--- src/rtl/smi_agg_pkg.sv ---
package smi_agg_pkg;
  localparam int STS_W = 32;

  localparam int B_USB_A = 18;
  localparam int B_USB_B = 17;
  localparam int B_SMB   = 16;
  localparam int B_SIRQ  = 15;
  localparam int B_PER   = 14;
  localparam int B_WDOG  = 13;
  localparam int B_TRAP  = 12;

  localparam logic [STS_W-1:0] EN_MASK   = 32'h0007_E000;
  localparam logic [STS_W-1:0] DIR_MASK  = 32'h0000_1000;
  localparam logic [STS_W-1:0] RSVD_MASK = ~(EN_MASK | DIR_MASK);

  localparam int SMB_SRC_N = 4;
  typedef enum logic [1:0] {
    SMB_SLAVE  = 2'd0,
    SMB_ALERT  = 2'd1,
    SMB_NOTIFY = 2'd2,
    SMB_LINK   = 2'd3
  } smb_src_e;
endpackage

--- src/rtl/smi_sync_edge.sv ---
module smi_sync_edge #(
  parameter int W      = 4,
  parameter int STAGES = 2
) (
  input  logic         clk,
  input  logic         rst,
  input  logic [W-1:0] async_in,
  output logic [W-1:0] rise
);
  localparam int LAST = STAGES - 1;

  for (genvar i = 0; i < W; i++) begin : g_bit
    logic [STAGES-1:0] sh;
    logic              prev;

    always_ff @(posedge clk) begin
      if (rst) begin
        sh   <= '0;
        prev <= 1'b0;
      end else begin
        sh   <= {sh[STAGES-2:0], async_in[i]};
        prev <= sh[LAST];
      end
    end

    assign rise[i] = sh[LAST] & ~prev;

    AST_RISE_SINGLE: assert property (@(posedge clk) disable iff (rst)
      rise[i] |=> !rise[i]);
  end
endmodule

--- src/rtl/smi_w1c_bit.sv ---
module smi_w1c_bit #(
  parameter int HOLD_CYC = 0
) (
  input  logic clk,
  input  logic rst,
  input  logic set_i,
  input  logic clr_i,
  output logic q_o
);
  localparam int CNT_W = (HOLD_CYC > 0) ? $clog2(HOLD_CYC + 1) : 1;

  logic clr_ok;

  if (HOLD_CYC > 0) begin : g_hold
    logic [CNT_W-1:0] cnt;

    always_ff @(posedge clk) begin
      if (rst)             cnt <= '0;
      else if (set_i)      cnt <= CNT_W'(HOLD_CYC);
      else if (cnt != '0)  cnt <= cnt - 1'b1;
    end

    assign clr_ok = (cnt == '0);

    AST_HOLD_KEEPS: assert property (@(posedge clk) disable iff (rst)
      (q_o && cnt != '0) |=> q_o);
  end else begin : g_nohold
    assign clr_ok = 1'b1;
  end

  always_ff @(posedge clk) begin
    if (rst)                    q_o <= 1'b0;
    else if (set_i)             q_o <= 1'b1;
    else if (clr_i && clr_ok)   q_o <= 1'b0;
  end

  AST_SET_WINS: assert property (@(posedge clk) disable iff (rst)
    set_i |=> q_o);
  AST_CLEAR_TAKES: assert property (@(posedge clk) disable iff (rst)
    (clr_i && !set_i && clr_ok) |=> !q_o);
  AST_NO_SPONT_SET: assert property (@(posedge clk) disable iff (rst)
    (!q_o && !set_i) |=> !q_o);
endmodule

--- src/rtl/smi_masked_or.sv ---
module smi_masked_or #(
  parameter int W = 4
) (
  input  logic [W-1:0] sts,
  input  logic [W-1:0] en,
  output logic         hit
);
  assign hit = |(sts & en);
endmodule

--- src/rtl/smi_status_agg.sv ---
module smi_status_agg
  import smi_agg_pkg::*;
#(
  parameter int TRAP_W       = 8,
  parameter int USB_A_W      = 4,
  parameter int USB_B_W      = 4,
  parameter int SYNC_STAGES  = 2,
  parameter int SMB_HOLD_CYC = 16
) (
  input  logic               clk,
  input  logic               rst,
  input  logic               wr_en,
  input  logic [STS_W-1:0]   wr_data,
  output logic [STS_W-1:0]   rd_data,
  input  logic [STS_W-1:0]   smi_en,
  input  logic               smb_slave_msg,
  input  logic               smb_alert,
  input  logic               smb_host_notify,
  input  logic               smb_link_smi,
  input  logic               smb_smi_en,
  input  logic               smb_alert_dis,
  input  logic               smb_notify_int_en,
  input  logic               in_s0,
  input  logic               sirq_smi_req,
  input  logic               periodic_tick,
  input  logic               wdog_evt,
  input  logic [TRAP_W-1:0]  trap_sts,
  input  logic [TRAP_W-1:0]  trap_en,
  input  logic [USB_A_W-1:0] usb_a_sts,
  input  logic [USB_A_W-1:0] usb_a_en,
  input  logic [USB_B_W-1:0] usb_b_sts,
  input  logic [USB_B_W-1:0] usb_b_en,
  output logic               smi_n
);
  localparam int STICKY_N = 3;
  localparam int STICKY_POS [STICKY_N] = '{B_SMB, B_PER, B_WDOG};

  // SMBus slow-domain events: synchronize, edge-detect, qualify.
  logic [SMB_SRC_N-1:0] smb_raw, smb_rise, smb_qual;
  logic                 smb_set;

  always_comb begin
    smb_raw             = '0;
    smb_raw[SMB_SLAVE]  = smb_slave_msg;
    smb_raw[SMB_ALERT]  = smb_alert;
    smb_raw[SMB_NOTIFY] = smb_host_notify;
    smb_raw[SMB_LINK]   = smb_link_smi;
  end

  smi_sync_edge #(.W(SMB_SRC_N), .STAGES(SYNC_STAGES)) u_smb_sync (
    .clk      (clk),
    .rst      (rst),
    .async_in (smb_raw),
    .rise     (smb_rise)
  );

  always_comb begin
    smb_qual             = '0;
    smb_qual[SMB_SLAVE]  = 1'b1;
    smb_qual[SMB_ALERT]  = smb_smi_en & ~smb_alert_dis;
    smb_qual[SMB_NOTIFY] = smb_notify_int_en & smb_smi_en;
    smb_qual[SMB_LINK]   = in_s0;
  end

  assign smb_set = |(smb_rise & smb_qual);

  // Sticky write-one-to-clear bits.
  logic [STICKY_N-1:0] sticky_set, sticky_q;

  assign sticky_set[0] = smb_set;
  assign sticky_set[1] = periodic_tick;
  assign sticky_set[2] = wdog_evt;

  for (genvar g = 0; g < STICKY_N; g++) begin : g_sticky
    smi_w1c_bit #(
      .HOLD_CYC((STICKY_POS[g] == B_SMB) ? SMB_HOLD_CYC : 0)
    ) u_bit (
      .clk   (clk),
      .rst   (rst),
      .set_i (sticky_set[g]),
      .clr_i (wr_en & wr_data[STICKY_POS[g]]),
      .q_o   (sticky_q[g])
    );
  end

  // Derived, non-sticky bits.
  logic usb_a_hit, usb_b_hit, trap_hit;
  logic usb_a_q, usb_b_q, sirq_q, trap_q;

  smi_masked_or #(.W(USB_A_W)) u_usb_a (.sts(usb_a_sts), .en(usb_a_en), .hit(usb_a_hit));
  smi_masked_or #(.W(USB_B_W)) u_usb_b (.sts(usb_b_sts), .en(usb_b_en), .hit(usb_b_hit));
  smi_masked_or #(.W(TRAP_W))  u_trap  (.sts(trap_sts),  .en(trap_en),  .hit(trap_hit));

  always_ff @(posedge clk) begin
    if (rst) begin
      usb_a_q <= 1'b0;
      usb_b_q <= 1'b0;
      sirq_q  <= 1'b0;
      trap_q  <= 1'b0;
    end else begin
      usb_a_q <= usb_a_hit;
      usb_b_q <= usb_b_hit;
      sirq_q  <= sirq_smi_req;
      trap_q  <= trap_hit;
    end
  end

  // Status word assembly.
  logic [STS_W-1:0] sts_q;

  always_comb begin
    sts_q = '0;
    for (int i = 0; i < STICKY_N; i++) sts_q[STICKY_POS[i]] = sticky_q[i];
    sts_q[B_USB_A] = usb_a_q;
    sts_q[B_USB_B] = usb_b_q;
    sts_q[B_SIRQ]  = sirq_q;
    sts_q[B_TRAP]  = trap_q;
  end

  assign rd_data = sts_q;

  // Interrupt request.
  logic smi_any;
  assign smi_any = |((sts_q & smi_en & EN_MASK) | (sts_q & DIR_MASK));

  always_ff @(posedge clk) begin
    if (rst) smi_n <= 1'b1;
    else     smi_n <= ~smi_any;
  end

  logic unused_bits;
  assign unused_bits = ^{wr_data & RSVD_MASK, smi_en & ~EN_MASK};

  AST_RSVD_ZERO: assert property (@(posedge clk) disable iff (rst)
    (rd_data & RSVD_MASK) == '0);
  AST_USB_A_GATED: assert property (@(posedge clk) disable iff (rst)
    (usb_a_en == '0) |=> !rd_data[B_USB_A]);
  AST_USB_B_GATED: assert property (@(posedge clk) disable iff (rst)
    (usb_b_en == '0) |=> !rd_data[B_USB_B]);
  AST_SIRQ_FOLLOW: assert property (@(posedge clk) disable iff (rst)
    sirq_smi_req |=> rd_data[B_SIRQ]);
  AST_SIRQ_DROP: assert property (@(posedge clk) disable iff (rst)
    !sirq_smi_req |=> !rd_data[B_SIRQ]);
  AST_TRAP_GATED: assert property (@(posedge clk) disable iff (rst)
    (trap_en == '0) |=> !rd_data[B_TRAP]);
  AST_SMI_ASSERT: assert property (@(posedge clk) disable iff (rst)
    ((rd_data & smi_en & EN_MASK) != '0 || rd_data[B_TRAP]) |=> !smi_n);
  AST_SMI_RELEASE: assert property (@(posedge clk) disable iff (rst)
    ((rd_data & smi_en & EN_MASK) == '0 && !rd_data[B_TRAP]) |=> smi_n);
endmodule

--- config.mk ---
export PLATFORM = sky130hd
export DESIGN_NAME = smi_status_agg
export DESIGN_NICKNAME = d
export VERILOG_FILES = /design/src/rtl/smi_agg_pkg.sv /design/src/rtl/smi_sync_edge.sv /design/src/rtl/smi_w1c_bit.sv /design/src/rtl/smi_masked_or.sv /design/src/rtl/smi_status_agg.sv
export SDC_FILE = /design/constraint.sdc
export NUM_CORES = 1
export LEC_CHECK = 0
export BUFFER_PORTS_ARGS = -buffer_cell sky130_fd_sc_hd__buf_2
export CAP_MARGIN = 20
export CORE_ASPECT_RATIO = 0.75
export CORE_MARGIN = 8
export CORE_UTILIZATION = 31
export CTS_BUF_LIST = sky130_fd_sc_hd__clkbuf_4
export CTS_CLUSTER_DIAMETER = 30
export DETAILED_ROUTE_END_ITERATION = 10
export PLACE_DENSITY = 0.76
export SKIP_LAST_GASP = 1
export SLEW_MARGIN = 20
export SYNTH_ARGS = -nofsm -noshare
export SYNTH_HDL_FRONTEND = slang
export SYNTH_HIERARCHICAL = 1
export SYNTH_SLANG_ARGS = --single-unit
--- constraint.sdc ---
create_clock -name clk -period 1.6 [get_ports clk]
set_input_delay 0.08 -clock clk [delete_from_list [all_inputs] [get_ports clk]]
set_output_delay 0.08 -clock clk [all_outputs]
set_load 0.03 [all_outputs]
## After elaboration in Yosys (flattened, before gate mapping)

Index checks and enable logic that the tools add are counted.
Widths: inputs -> output; s select.

| operators by class | value |
|---|---|
| add/sub/neg operators | 1 |
| multiplexer cells | 8 |
| bitwise gates (word level) | 21 |
| reduce and logical (&&, ||, !) cells | 13 |

Operators by type and width:

| cell | number |
|---|---|
| $reduce_or 32->1 | 1 |
| $and 19x19->19 | 1 |
| $or 19x13->19 | 1 |
| $and 4x4->4 | 3 |
| $reduce_or 4->1 | 3 |
| $mux 5 | 2 |
| $and 1x1->1 | 9 |
| $and 8x8->8 | 1 |
| $reduce_bool 2->1 | 4 |
| $reduce_or 8->1 | 1 |
| $mux 1 | 6 |
| $not 1->1 | 6 |
| $logic_not 5->1 | 1 |
| $reduce_bool 5->1 | 1 |
| $reduce_or 5->1 | 1 |
| $sub 5x1->5 const B | 1 |
| $logic_and 1x1->1 | 1 |

| word-level totals | value |
|---|---|
| register bits after elaboration | 25 |
| bits of input ports | 110 |
| output and inout bits | 33 |
| logic and storage cells | 61 |

## Logic depth before layout (Yosys ltp)

Gate-level depths: netlist (run 1).

| logic depth | value |
|---|---|
| word-level depth | 5 |
| mapped depth | 7 |
| gate-level depth less buffers | 7 |

## Cells and area by module

Netlist (run 1), hierarchy kept.

By module, submodules not included:

| module | instances | cells each | area an instance (µm²) | seq. area each (µm²) |
|---|---|---|---|---|
| smi_status_agg | 1 | 50 | 419.2 | 100.1 |
| smi_sync_edge | 1 | 29 | 391.6 | 240.2 |
| smi_w1c_bit at g_sticky[0].u_bit | 1 | 28 | 259.0 | 120.1 |
| smi_w1c_bit at g_sticky[1].u_bit ... | 2 | 4 | 38.8 | 20.0 |
| smi_masked_or at u_usb_a ... | 2 | 3 | 18.8 | 0.0 |
| smi_masked_or at u_trap | 1 | 5 | 36.3 | 0.0 |

## Least setup slack after synthesis (run 1)

Ideal clock, no wire load.

| timing path | value |
|---|---|
| path type | flip-flop to flip-flop |
| start | reg g_sticky[0].u_bit.g_hold.cnt[0] |
| end | reg g_sticky[0].u_bit.g_hold.cnt[1] |
| library setup time | 0.103 ns |
| arrival | 1.421 ns |
| required time | 1.497 ns |
| path slack | 0.075 ns |
| cell stages (with the launch flop) | 6 |
| path buffers | 1 |
| period minus slack after synthesis | 1.525 ns |
| cells stage by stage | dfxtp_1 inv_1 ha_1 or4b_1 buf_2 a2111oi_2 |

| on the way | value |
|---|---|
| longest elaborated chain between the ends | 1 |
| elaborated cells on any way between the ends | 2 |
| classes of those cells | add/sub (1); reduce/logical (1) |

RTL lines:

| what | RTL line | text |
|---|---|---|
| start, declared | smi_w1c_bit.sv:15 | `logic [CNT_W-1:0] cnt;` |
| start signal, assigned | smi_w1c_bit.sv:19 | `else if (set_i) cnt <= CNT_W'(HOLD_CYC);` |
| start signal, assigned | smi_w1c_bit.sv:20 | `else if (cnt != '0) cnt <= cnt - 1'b1;` |
| $sub 5x1->5 / $reduce_bool 5->1 (equally long branches) | smi_w1c_bit.sv:20 |  |

Parallel ways exist; a longest one is shown, timed or not.
A chain may end at the register's enable or synchronous reset.

## Worst setup path after layout (run 1)

Ends and elaborated chain as after synthesis.

==> metrics.md, run 1 <==
| Metric | Value |
|---|---|
| Gate power share | `between 30 and 40%` |
| Vias per inst | `approximately 3.8` |
| Sw Pwr | `around 540 uW` |
| Met2 GRT Util | `between 10% and 20%` |
| Grt ovf | `0` |
| Most Crowded Layer GR | `met2` |
| Slew Viols, Final | `0` |
| Critical Path End Type | `register` |
| VDD IR max | `351 uV` |
| Share of power burned in the clock network | `between 10% and 20%` |
| R2R depth | `4` |
| Core area | `3710 um^2` |
| Post-synth top area share | `41.0%` |
| Worst Clk Skew | `0.00197 ns` |
| Pre-antenna DRT Iters | `4` |
| Met3 Use GR | `2.69%` |
| Internal | `1.06 mW` |
| Most common flop cell mapped by yosys | `dfxtp_1` |
| Crit Path Category | `register to register` |
| Worst-Margin Slew | `roughly 0.6 ns` |
| Synth Cell Area | `1220 um^2` |
| Lkg Pwr | `between 0.7 and 0.8 nW` |
| Met1 usage | `between 8 and 9%` |
| CTS tree | `built` |
| Share of layout cells above drive strength 1 | `between 40% and 50%` |
| I/O Buffers | `slightly above 60` |
| Sequential power share | `between 40% and 50%` |
| Top cells by count, synth | `29 x buf_4, 25 x dfxtp_1, 9 x a22oi_1, 8 x nor2b_1, 8 x nor2b_2` |
| Initial Util | `32.9%` |
| Total clock sinks | `25` |
| Drt wl/cell | `between 10 and 15 um` |
| Post-synth EDFFs | `0` |
| Maxcap violations | `0` |
| Iteration-0 DRC count of the detailed router | `24` |
| Achievable Freq | `roughly 650 MHz` |
| Deepest clock path buffer count | `2` |
| Final setup vio count | `0` |
| # fillers | `400` |
| Worst Hold End | `usb_b_q` |
| Gr usage total | `roughly 8.7%` |
| Max-slew headroom | `59.7%` |
| Synth top area cells | `dfxtp_1 41%, buf_4 18%, nor2b_2 5.7%` |
| Switching fraction of total power | `between 30 and 40%` |
| Area Overhead vs Synth | `28.6%` |
| Reg area | `502 um^2` |
| ANT cells | `0` |
| Dpl hpwl | `between 2000 and 2500 um` |
| Pwr/cell area | `1020 nW/um^2` |
| Register area share after synthesis | `approximately 40%` |
| Initial antenna violation count | `0` |
| First-pass GRT wire length | `between 4000 and 5000 um` |
| Pin count of the biggest net entering global routing | `25` |
| HP Start | `usb_b_en[3]` |
| Reg2Reg Setup Slack | `0.06 ns` |
| Synth Warn # | `6` |
| Design Power | `approximately 1.6 mW` |
| Worst EP required | `1.83 ns` |
| # Post-CTS Setup Buffers | `0` |
| CTS root buf | `clkbuf_4` |
| Area leader, netlist | `dfxtp_1` |
| Clk Latency, worst-skew pair | `between 0.3 and 0.4 ns` |
| Placer Congestion | `about 0.77` |
| Run status | `finished, final reports clean` |
| Final Hold Viols | `0` |
| Die height | `slightly above 70 um` |
| Synthesis-stage register bit count | `25` |
| RSZ-0062 raised after global routing | `false` |
| DRC | `0` |
| CP arrival | `1.77 ns` |
| Area of the multi-input gates | `approximately 570 um^2` |
| Site Rows | `19` |
| H-tree lvl count | `1` |
| Worst r2r dst | `g_sticky[0].u_bit/g_hold.cnt[1]` |
| Antenna Nets Post-Route | `0` |
| Worst hold stages | `4` |
| Mapped Avg Cell Area | `around 9.7 um^2` |
| Top-count cell post-synth | `buf_4` |
| Final setup TNS | `0 ns` |
| Num ports | `143` |
| Worst-path clk slew | `~0.13 ns` |
| Startpoint class of the critical path | `register` |
| Critical R2R Launch | `g_sticky[0].u_bit/g_hold.cnt[0]` |
| CP Max Fanout | `5` |
| Async SR Flop Fraction | `0%` |
| Crit share post-route | `96.0%` |
| CTS Buf Count | `3` |
| Die Area | `roughly 6200 um^2` |
| Syn Inst Count | `126` |
| Width of the die | `slightly below 90 um` |
| Worst Hold Class | `input pin to register` |
| Vias | `between 900 and 1000` |
| DRT Wirelength | `around 2800 um` |
| Final worst path period need | `~1.5 ns` |
| Final Net Count | `about 310` |
| Post-synth cell types | `29` |
| Number of global-route vias before repair | `approximately 990` |
## registers in the layout (all words and copies together), names as in the netlist
signal,flops
u_smb_sync/g_bit.sh,8
g_sticky.u_bit/g_hold.cnt,5
u_smb_sync/g_bit.prev,4
g_sticky.u_bit/q_o,3
sirq_q,1
smi_n,1
trap_q,1
usb_a_q,1
usb_b_q,1
## what timing repair did
action,CTS,global route
gates resized for setup,1,2
hold endpoints to repair,7,0
endpoints found under the setup margin,1,2
hold buffers,7,0
## power groups by stage
stage / logic [mW] / registers, mW / clock network (mW)
2_1_floorplan: 0.445 / 0.763 / 0
3_3_place_gp: 0.516 / 0.755 / 0
3_5_place_dp: 0.532 / 0.755 / 0
4_1_cts: 0.561 / 0.745 / 0.299
5_1_grt: 0.621 / 0.756 / 0.319
6_report: 0.567 / 0.746 / 0.284
## logic make-up after synthesis
family                   count (synthesis)  share of synthesized area, %
flip-flops                              25                          41.0
AO/OA/AOI/OAI                           18                          11.8
AND/OR/NAND/NOR                         42                          23.1
XOR/XNOR                                 3                          2.15
other                                    1                         0.307
adder cells (fa/ha/maj)                  1                          1.02
buffers and inverters                   36                          20.7
## how the worst max path moves through the flow
stage	startpoint	end	slack, ns	cells after the start
after global routing	g_sticky[0].u_bit/g_hold.cnt[0]	g_sticky[0].u_bit/g_hold.cnt[1]	0.006	4
after CTS	g_sticky[0].u_bit/g_hold.cnt[0]	g_sticky[0].u_bit/g_hold.cnt[1]	0.05	4
final	g_sticky[0].u_bit/g_hold.cnt[0]	g_sticky[0].u_bit/g_hold.cnt[1]	0.06	4
after floorplan	g_sticky[0].u_bit/g_hold.cnt[0]	g_sticky[0].u_bit/g_hold.cnt[1]	0.08	5
after global placement	g_sticky[0].u_bit/g_hold.cnt[0]	g_sticky[0].u_bit/g_hold.cnt[1]	0.04	4
after detailed placement	g_sticky[0].u_bit/g_hold.cnt[0]	g_sticky[0].u_bit/g_hold.cnt[1]	0.01	4
## routing by layer
metal / part of all wire (%) / up-vias / wire length (um)
met5: 0 / - / 0
met4: 1.4 / 0 / 40
met3: 5.5 / 5 / 152
met2: 53 / 36 / 1470
met1: 40 / 395 / 1100
li1: - / 497 / -
## worst max-delay path, cell delays in order, from the launching register on
cell,delay [ns]
dfxtp_2,0.36
inv_1,0.05
ha_1,0.17
or4b_4,0.52
a2111oi_2,0.35
## cell usage in the layout (no fill, tap or decap), drive strengths merged, types with 4 or more instances in the layout
master | synthesis | final
nor2b | 18 | 18
dfxtp | 25 | 25
nand2 | 4 | 4
dlygate4sd3 | 0 | 7
conb | 1 | 25
nor2 | 6 | 6
a21oi | 4 | 4
inv | 5 | 5
a22oi | 9 | 9
buf | 31 | 63
## through the flow
step,hold WS (ns),cell area [um^2],setup slack [ns],utilization [%],std cells
finish,0.0672,1570,0.0643,42.3,245
global route,0.0744,1570,0.00620,42.3,245
CTS,0.0484,1560,0.0517,42.2,245
detailed placement,0.293,1460,0.0149,39.4,234
global placement,0.288,1460,0.0444,39.4,234
floorplan,0.142,1310,0.0751,-,150
## final cells by class
class | instances | area share, %
clock buffers | 3 | 1.43
well taps | 52 | 4.14
flip-flops and latches | 25 | 32.0
repair buffers | 70 | 24.7
clock inverters | 1 | 0.478
multi-input cells | 89 | 36.1
inverters | 5 | 1.20
Power figures use the tool's default switching activity.
==> inputs of run 2 (changes only) <==
--- a/config.mk
+++ b/config.mk
@@ -9,14 +9,13 @@
 export CAP_MARGIN = 20
 export CORE_ASPECT_RATIO = 0.75
 export CORE_MARGIN = 8
-export CORE_UTILIZATION = 31
+export CORE_UTILIZATION = 30
 export CTS_BUF_LIST = sky130_fd_sc_hd__clkbuf_4
 export CTS_CLUSTER_DIAMETER = 30
 export DETAILED_ROUTE_END_ITERATION = 10
-export PLACE_DENSITY = 0.76
+export PLACE_DENSITY = 0.75
 export SKIP_LAST_GASP = 1
 export SLEW_MARGIN = 20
 export SYNTH_ARGS = -nofsm -noshare
 export SYNTH_HDL_FRONTEND = slang
-export SYNTH_HIERARCHICAL = 1
 export SYNTH_SLANG_ARGS = --single-unit
==> run 2 against run 1 <==
  * Synthesized area shrank 4.1%
  * Die area shrank 0.72%
  * Register-to-register slack is essentially flat
  * Critical path depth is the same
  * Fmax grew 0.30%
  * Combinational power grew 1%
  * Cell area shrank 3.1%
  * Hold slack lost 0.016 ns
  * Count of clock-buffer cells in the layout grew 1
  * Cell count shrank 2.0%
  * Core utilization shrank 1.3 points
==> metrics.md, run 2 <==
| Metric | Value |
|---|---|
| Syn Inst Count | `123 (-2.4%)` |
| Final Net Count | `300 (-1.6%)` |
| Pwr/cell area | `1040 nW/um^2 (+2.4%)` |
| Width of the die | `88.1 um (-0.37%)` |
| Die Area | `6180 um^2 (-0.72%)` |
| Hold_ws | `0.0510 ns (-0.0162 ns)` |
| CP Max Fanout | `4 (-1)` |
| Run status | `finished, final reports clean` |
| Site Rows | `19 (unchanged)` |
| Final setup vio count | `0 (unchanged)` |
| Worst Hold Class | `input pin to register` |
| Critical R2R Launch | `g_sticky[0].u_bit.g_hold.cnt[0]` |
| Placed cell area | `1390 um^2 (-4.9%)` |
| Share of layout cells above drive strength 1 | `39.9% (-4.7 points)` |
| Register area share after synthesis | `42.7% (+1.8 points)` |
| Biggest regs | `u_smb_sync.g_bit.sh (8), g_sticky.u_bit.g_hold.cnt (5), u_smb_sync.g_bit.prev (4)` |
| Finished layout cell area | `1520 um^2 (-3.1%)` |
| Worst EP required | `1.81 ns (-0.02 ns)` |
| Post-synth top area share | `42.7% (+1.8 points)` |
| Synth Warn # | `0 (-6)` |
| ANT cells | `0 (unchanged)` |
| Lkg Pwr | `0.728 nW (-5.4%)` |
| Initial antenna violation count | `0 (unchanged)` |
| Die height | `70.1 um (-0.35%)` |
| Async SR Flop Fraction | `0% (unchanged)` |
| Dpl hpwl | `2310 um (about the same)` |
| Most common flop cell mapped by yosys | `dfxtp_1` |
| VDD IR max | `449 uV (+28%)` |
| Final Hold Viols | `0 (unchanged)` |
| HP Start | `usb_b_en[3]` |
| Synthesis-stage register bit count | `25 (unchanged)` |
| Iteration-0 DRC count of the detailed router | `16 (-33%)` |
| Drt wl/cell | `11.6 um (+2.9%)` |
| Maxcap violations | `0 (unchanged)` |
| CTS Buf Count | `3 (unchanged)` |
| Worst Hold End | `usb_b_q` |
| Crit share post-route | `95.7% (-0.28 points)` |
| Placer Congestion | `0.780 (+0.88%)` |
| CTS tree | `built` |
| Core area | `3710 um^2 (unchanged)` |
| Clk Latency, worst-skew pair | `0.30 ns (-0.02 ns)` |
| Pre-antenna DRT Iters | `4 (unchanged)` |
| Antenna Nets Post-Route | `0 (unchanged)` |
| Synth top area cells | `dfxtp_1 43%, buf_4 21%, nor2b_1 7.5%` |
| Worst r2r dst | `g_sticky[0].u_bit.g_hold.cnt[1]` |
| Number of flip-flops under the largest register name | `8 (unchanged)` |
| Worst-path clk slew | `0.12 ns (about the same)` |
| Top-count cell post-synth | `buf_4` |
| Biggest register | `u_smb_sync.g_bit.sh` |
| First-pass GRT wire length | `4250 um (-1.6%)` |
| Mapped Avg Cell Area | `9.52 um^2 (-1.8%)` |
| Slowest CP cell | `or4b_4` |
| Achievable Freq | `653 MHz (+0.30%)` |
| Critical Path End Type | `register` |
| Num ports | `143 (unchanged)` |
| Deepest clock path buffer count | `2 (unchanged)` |
| Worst Clk Skew | `0.00452 ns (+0.00255 ns)` |
| Worst hold stages | `3 (-1)` |
| Final setup TNS | `0 ns (unchanged)` |
| Startpoint class of the critical path | `register` |
| Top cells by count, synth | `32 x buf_4, 25 x dfxtp_1, 14 x nor2b_1, 9 x a22oi_1, 7 x a21oi_1` |
| Vias per inst | `4.08 (+7.2%)` |
| Reg2Reg Setup Slack | `0.07 ns (about the same)` |
| Crit-path cells | `inv_1 -> ha_2 -> or4b_4 -> a2111oi_4` |
| Post-synth EDFFs | `0 (unchanged)` |
| I/O Buffers | `62 (unchanged)` |
| Synth Cell Area | `1170 um^2 (-4.1%)` |
| Slew Viols, Final | `0 (unchanged)` |
| Pin count of the biggest net entering global routing | `26 (+4.0%)` |
| Final worst path period need | `1.53 ns (-0.00454 ns)` |
| CTS root buf | `clkbuf_4` |
| H-tree lvl count | `1 (unchanged)` |
| DRT Wirelength | `2790 um (+0.83%)` |
| Slowest Stage Delay on Critical Path | `0.51 ns (about the same)` |
| Post-synth cell types | `28 (-3.4%)` |
| Area leader, netlist | `dfxtp_1` |
| Vias | `980 (+5.0%)` |
| Most common cell after layout, fill and taps aside | `buf_2` |
| CP arrival | `1.74 ns (-0.03 ns)` |
| Crit Path Category | `register to register` |
| Number of global-route vias before repair | `969 (-1.8%)` |
| Commonest non-fill, non-tap cells in the layout | `62 x buf_2, 25 x conb_1, 23 x dfxtp_1` |
| Gr usage total | `8.37% (-0.36 points)` |
| Total clock sinks | `25 (unchanged)` |
| R2R depth | `4 (unchanged)` |
| Initial Util | `31.6% (-1.3 points)` |
| Grt ovf | `0 (unchanged)` |
| Design Power | `1.59 mW (-0.74%)` |
| # fillers | `389 (-2.8%)` |
| Area Overhead vs Synth | `29.9%` |
| DRC | `0 (unchanged)` |
[run 2: changes by cell type after synthesis, moves of 3 or more]
| cell | delta |
|---|---|
| a21oi_1 | +5 |
| nor2b_2 | -8 |
| buf_4 | +3 |
| and2_1 | -3 |
| nor2_1 | -3 |
| nor2b_1 | +6 |
[run 2: worst max path at each step]
stage,cells past startpoint,from,end
floorplan,4,g_sticky[0].u_bit.g_hold.cnt[0],g_sticky[0].u_bit.g_hold.cnt[1]
global placement,4,g_sticky[0].u_bit.g_hold.cnt[0],g_sticky[0].u_bit.g_hold.cnt[1]
detailed placement,4,g_sticky[0].u_bit.g_hold.cnt[0],g_sticky[0].u_bit.g_hold.cnt[1]
CTS,4,g_sticky[0].u_bit.g_hold.cnt[0],g_sticky[0].u_bit.g_hold.cnt[1]
global route,4,g_sticky[0].u_bit.g_hold.cnt[0],g_sticky[0].u_bit.g_hold.cnt[1]
finish,4,g_sticky[0].u_bit.g_hold.cnt[0],g_sticky[0].u_bit.g_hold.cnt[1]
[run 2: timing repair]
action | in CTS | in global routing
gates resized for setup | 0 | 4
buffers inserted | 0 | 2
hold buffers | 6 | 1
hold endpoints to repair | 6 | 1
endpoints found under the setup margin | 0 | 2
[run 2: cells by family (layout without fill, tap and decap cells)]
family                   count (synthesis)  after routing  synth area share, %
buffers and inverters                   37             78                 22.1
AND/OR/NAND/NOR                         33             33                 17.6
flip-flops                              25             25                 42.7
XOR/XNOR                                 1              1                0.748
other                                    1             25                0.320
AO/OA/AOI/OAI                           25             25                 15.4
adder cells (fa/ha/maj)                  1              1                 1.07
[run 2: metrics by stage]
| step | cells | setup slack, ns | utilization [%] |
|---|---|---|---|
| after CTS | 237 | 0.0328 | 39.9 |
| after floorplan | 147 | 0.148 | - |
| after global routing | 240 | -0.00693 | 41.0 |
| final | 240 | 0.0689 | 41.0 |
| after global placement | 227 | 0.0874 | 37.4 |
| after detailed placement | 227 | 0.0646 | 37.4 |
[run 2: area by class of cell]
class | count | area [um^2] | share of cell area, %
sequential | 25 | 503 | 33.1
multi-input combinational | 85 | 517 | 34.0
inverter | 3 | 11.3 | 0.740
clock buffer | 4 | 30.0 | 1.97
tap | 52 | 65.1 | 4.28
timing repair buffer | 71 | 395 | 26.0
[run 2: layer usage]
metal,global-route usage (%),part of all wire (%),vias to the layer above,wire length [um]
met5,0,0,-,0
met4,1.12,0.39,0,11
met3,4.32,15,2,410
met2,15.5,49,47,1370
met1,8.16,36,434,991
li1,-,-,497,-
[run 2: power by group]
group          switching (mW)  internal (mW)  total (mW)
Sequential             0.0438          0.692       0.736
Combinational           0.305          0.269       0.574
Clock                   0.161          0.114       0.275
[run 2: critical path: cells and delay by family (launching register included)]
family	cells	cell delay, ns
simple gates	1	0.51
flops	1	0.35
compound gates	1	0.34
fa+ha+maj	1	0.18
buf+inv	1	0.06
==> inputs of run 3 (changes only) <==
--- a/config.mk
+++ b/config.mk
@@ -5,14 +5,15 @@
 export SDC_FILE = /design/constraint.sdc
 export NUM_CORES = 1
 export LEC_CHECK = 0
-export BUFFER_PORTS_ARGS = -buffer_cell sky130_fd_sc_hd__buf_2
+export BUFFER_PORTS_ARGS = -buffer_cell sky130_fd_sc_hd__buf_4
 export CAP_MARGIN = 20
 export CORE_ASPECT_RATIO = 0.75
-export CORE_MARGIN = 8
+export CORE_MARGIN = 2
 export CORE_UTILIZATION = 30
 export CTS_BUF_LIST = sky130_fd_sc_hd__clkbuf_4
 export CTS_CLUSTER_DIAMETER = 30
 export DETAILED_ROUTE_END_ITERATION = 10
+export HOLD_SLACK_MARGIN = 0.15
 export PLACE_DENSITY = 0.75
 export SKIP_LAST_GASP = 1
 export SLEW_MARGIN = 20
==> run 3 against run 2 <==
  * Combinational power is 17% higher
  * Highest routed layer unchanged
  * Critical path type unchanged
  * Critical path depth did not move
  * Cell area grew 29%
  * Core utilization up 12 points
  * Largest cell class is now non-clock buffers
==> metrics.md, run 3 (same netlist as run 2, synthesis figures left out) <==
| Metric | Value |
|---|---|
| Run status | `finished, final reports clean` |
| Reg2Reg Setup Slack | `0.08 ns (about the same)` |
| Commonest non-fill, non-tap cells in the layout | `62 x buf_4, 36 x dlygate4sd3_1, 25 x conb_1` |
| I/O Buffers | `62 (unchanged)` |
| Startpoint class of the critical path | `register` |
| CTS root buf | `clkbuf_4` |
| Site Rows | `19 (unchanged)` |
| Most common cell after layout, fill and taps aside | `buf_4` |
| CTS tree | `built` |
| Final setup TNS | `0 ns (unchanged)` |
| Die Area | `4420 um^2 (-28%)` |
| Worst Hold End | `smi_n` |
| CP arrival | `1.74 ns (about the same)` |
| Setup Slack @ Placement | `0.0622 ns (-0.00240 ns)` |
| Worst Hold Class | `input pin to register` |
| Die height | `58.1 um (-17%)` |
| Num ports | `143 (unchanged)` |
| Final setup vio count | `0 (unchanged)` |
| DRT Wirelength | `2830 um (+1.7%)` |
| VDD IR max | `584 uV (+30%)` |
| Worst hold stages | `3 (unchanged)` |
| Antenna Nets Post-Route | `0 (unchanged)` |
| Placer Congestion | `0.759 (-2.7%)` |
| ANT cells | `0 (unchanged)` |
| DRC | `0 (unchanged)` |
| Achievable Freq | `656 MHz (+0.45%)` |
| Clk Latency, worst-skew pair | `0.31 ns (about the same)` |
| Drt wl/cell | `10.6 um (-8.6%)` |
| Initial Util | `31.6% (unchanged)` |
| Lkg Pwr | `0.896 nW (+23%)` |
| Worst-path clk slew | `0.12 ns (about the same)` |
| Critical Path End Type | `register` |
| Total clock sinks | `25 (unchanged)` |
| CTS Buf Count | `3 (unchanged)` |
| Gr usage total | `13.0% (+4.6 points)` |
| Deepest clock path buffer count | `2 (unchanged)` |
| Vias | `1103 (+13%)` |
| Final Net Count | `327 (+9.0%)` |
| Iteration-0 DRC count of the detailed router | `34 (+18)` |
| Worst Clk Skew | `0.00555 ns (+0.00103 ns)` |
| Worst r2r dst | `g_sticky[0].u_bit.g_hold.cnt[1]` |
| Placed cell area | `1540 um^2 (+11%)` |
| Initial antenna violation count | `0 (unchanged)` |
| Vias per inst | `4.13 (+1.2%)` |
| Slew Viols, Final | `0 (unchanged)` |
| Crit Path Category | `register to register` |
| Number of flip-flops under the largest register name | `8 (unchanged)` |
| RSZ-0062 raised after global routing | `false` |
| HP Start | `smi_en[17]` |
| Crit share post-route | `95.3% (-0.43 points)` |
| Biggest regs | `u_smb_sync.g_bit.sh (8), g_sticky.u_bit.g_hold.cnt (5), u_smb_sync.g_bit.prev (4)` |
| Worst EP required | `1.82 ns (about the same)` |
| Final Hold Viols | `0 (unchanged)` |
| Dpl hpwl | `1830 um (-21%)` |
| Number of global-route vias before repair | `1073 (+11%)` |
| Share of layout cells above drive strength 1 | `34.0% (-5.9 points)` |
| Pre-antenna DRT Iters | `4 (unchanged)` |
| H-tree lvl count | `1 (unchanged)` |
| Area Overhead vs Synth | `67.5%` |
| Pin count of the biggest net entering global routing | `26 (unchanged)` |
| Maxcap violations | `0 (unchanged)` |
| First-pass GRT wire length | `4600 um (+8.3%)` |
| R2R depth | `4 (unchanged)` |
| CP Max Fanout | `4 (unchanged)` |
| Final worst path period need | `1.52 ns (-0.00685 ns)` |
| Pwr/cell area | `865 nW/um^2 (-17%)` |
| Grt ovf | `0 (unchanged)` |
| Biggest register | `u_smb_sync.g_bit.sh` |
| Critical R2R Launch | `g_sticky[0].u_bit.g_hold.cnt[1]` |
| Core area | `3710 um^2 (unchanged)` |
| PnR worst setup slack | `0.0757 ns (+0.00685 ns)` |
| Finished layout cell area | `1960 um^2 (+29%)` |
| Width of the die | `76.1 um (-14%)` |
run 3: changes by cell type in the layout (fill, tap and decap cells not counted):
| cell | delta |
|---|---|
| buf_4 | +60 |
| ha_2 | -1 |
| buf_2 | -62 |
| dlygate4sd3_1 | +29 |
| ha_4 | +1 |
run 3: final cells by class:
type	count	area [um^2]
Sequential cell	25	503
Inverter	3	11.3
Fill cell	342	1750
Multi-Input combinational cell	85	527
Clock buffer	4	30.0
Timing Repair Buffer	98	826
Tap cell	52	65.1
run 3: power by group:
group / internal, mW / leakage [nW] / switching, mW
logic: 0.361 / 0.670 / 0.313
clock network: 0.114 / 0.0184 / 0.172
registers: 0.692 / 0.208 / 0.0451
total: 1.17 / 0.896 / 0.530
run 3: stage by stage:
stage	util [%]	hold slack [ns]	power (mW)	cells
after floorplan	-	0.152	1.16	147
after detailed placement	41.6	0.295	1.28	227
after global placement	41.6	0.293	1.26	227
after global routing	52.9	0.169	1.81	267
final	52.9	0.174	1.70	267
after CTS	52.2	0.162	1.64	267
run 3: repair_timing:
action / in CTS / in global routing
resized for setup: 0 / 5
setup buffers: 0 / 0
hold endpoints to repair: 25 / 0
endpoints found under the setup margin: 0 / 1
hold buffers: 36 / 0
run 3: per-layer routing:
| metal | track usage [%] | vias up | wire [um] |
|---|---|---|---|
| met4 | 3.90 | 0 | 23 |
| met1 | 13.6 | 500 | 1080 |
| met2 | 23.5 | 45 | 1470 |
| met5 | 0 | - | 0 |
| met3 | 6.39 | 4 | 260 |
| li1 | - | 554 | - |
run 3: worst max-delay path by stage:
stage | from | endpoint | slack, ns | cells past startpoint
floorplan | g_sticky[0].u_bit.g_hold.cnt[0] | g_sticky[0].u_bit.g_hold.cnt[1] | 0.15 | 4
global placement | g_sticky[0].u_bit.g_hold.cnt[0] | g_sticky[0].u_bit.g_hold.cnt[1] | 0.09 | 4
detailed placement | g_sticky[0].u_bit.g_hold.cnt[0] | g_sticky[0].u_bit.g_hold.cnt[1] | 0.06 | 4
CTS | g_sticky[0].u_bit.g_hold.cnt[0] | g_sticky[0].u_bit.g_hold.cnt[1] | 0.03 | 4
global route | g_sticky[0].u_bit.g_hold.cnt[1] | g_sticky[0].u_bit.g_hold.cnt[1] | 0.01 | 4
finish | g_sticky[0].u_bit.g_hold.cnt[1] | g_sticky[0].u_bit.g_hold.cnt[1] | 0.08 | 4
run 3: worst max-delay path, stage by stage, from the launching register on:
cell,delay [ns]
dfxtp_2,0.35
inv_1,0.09
ha_4,0.15
or4b_4,0.51
a2111oi_4,0.34
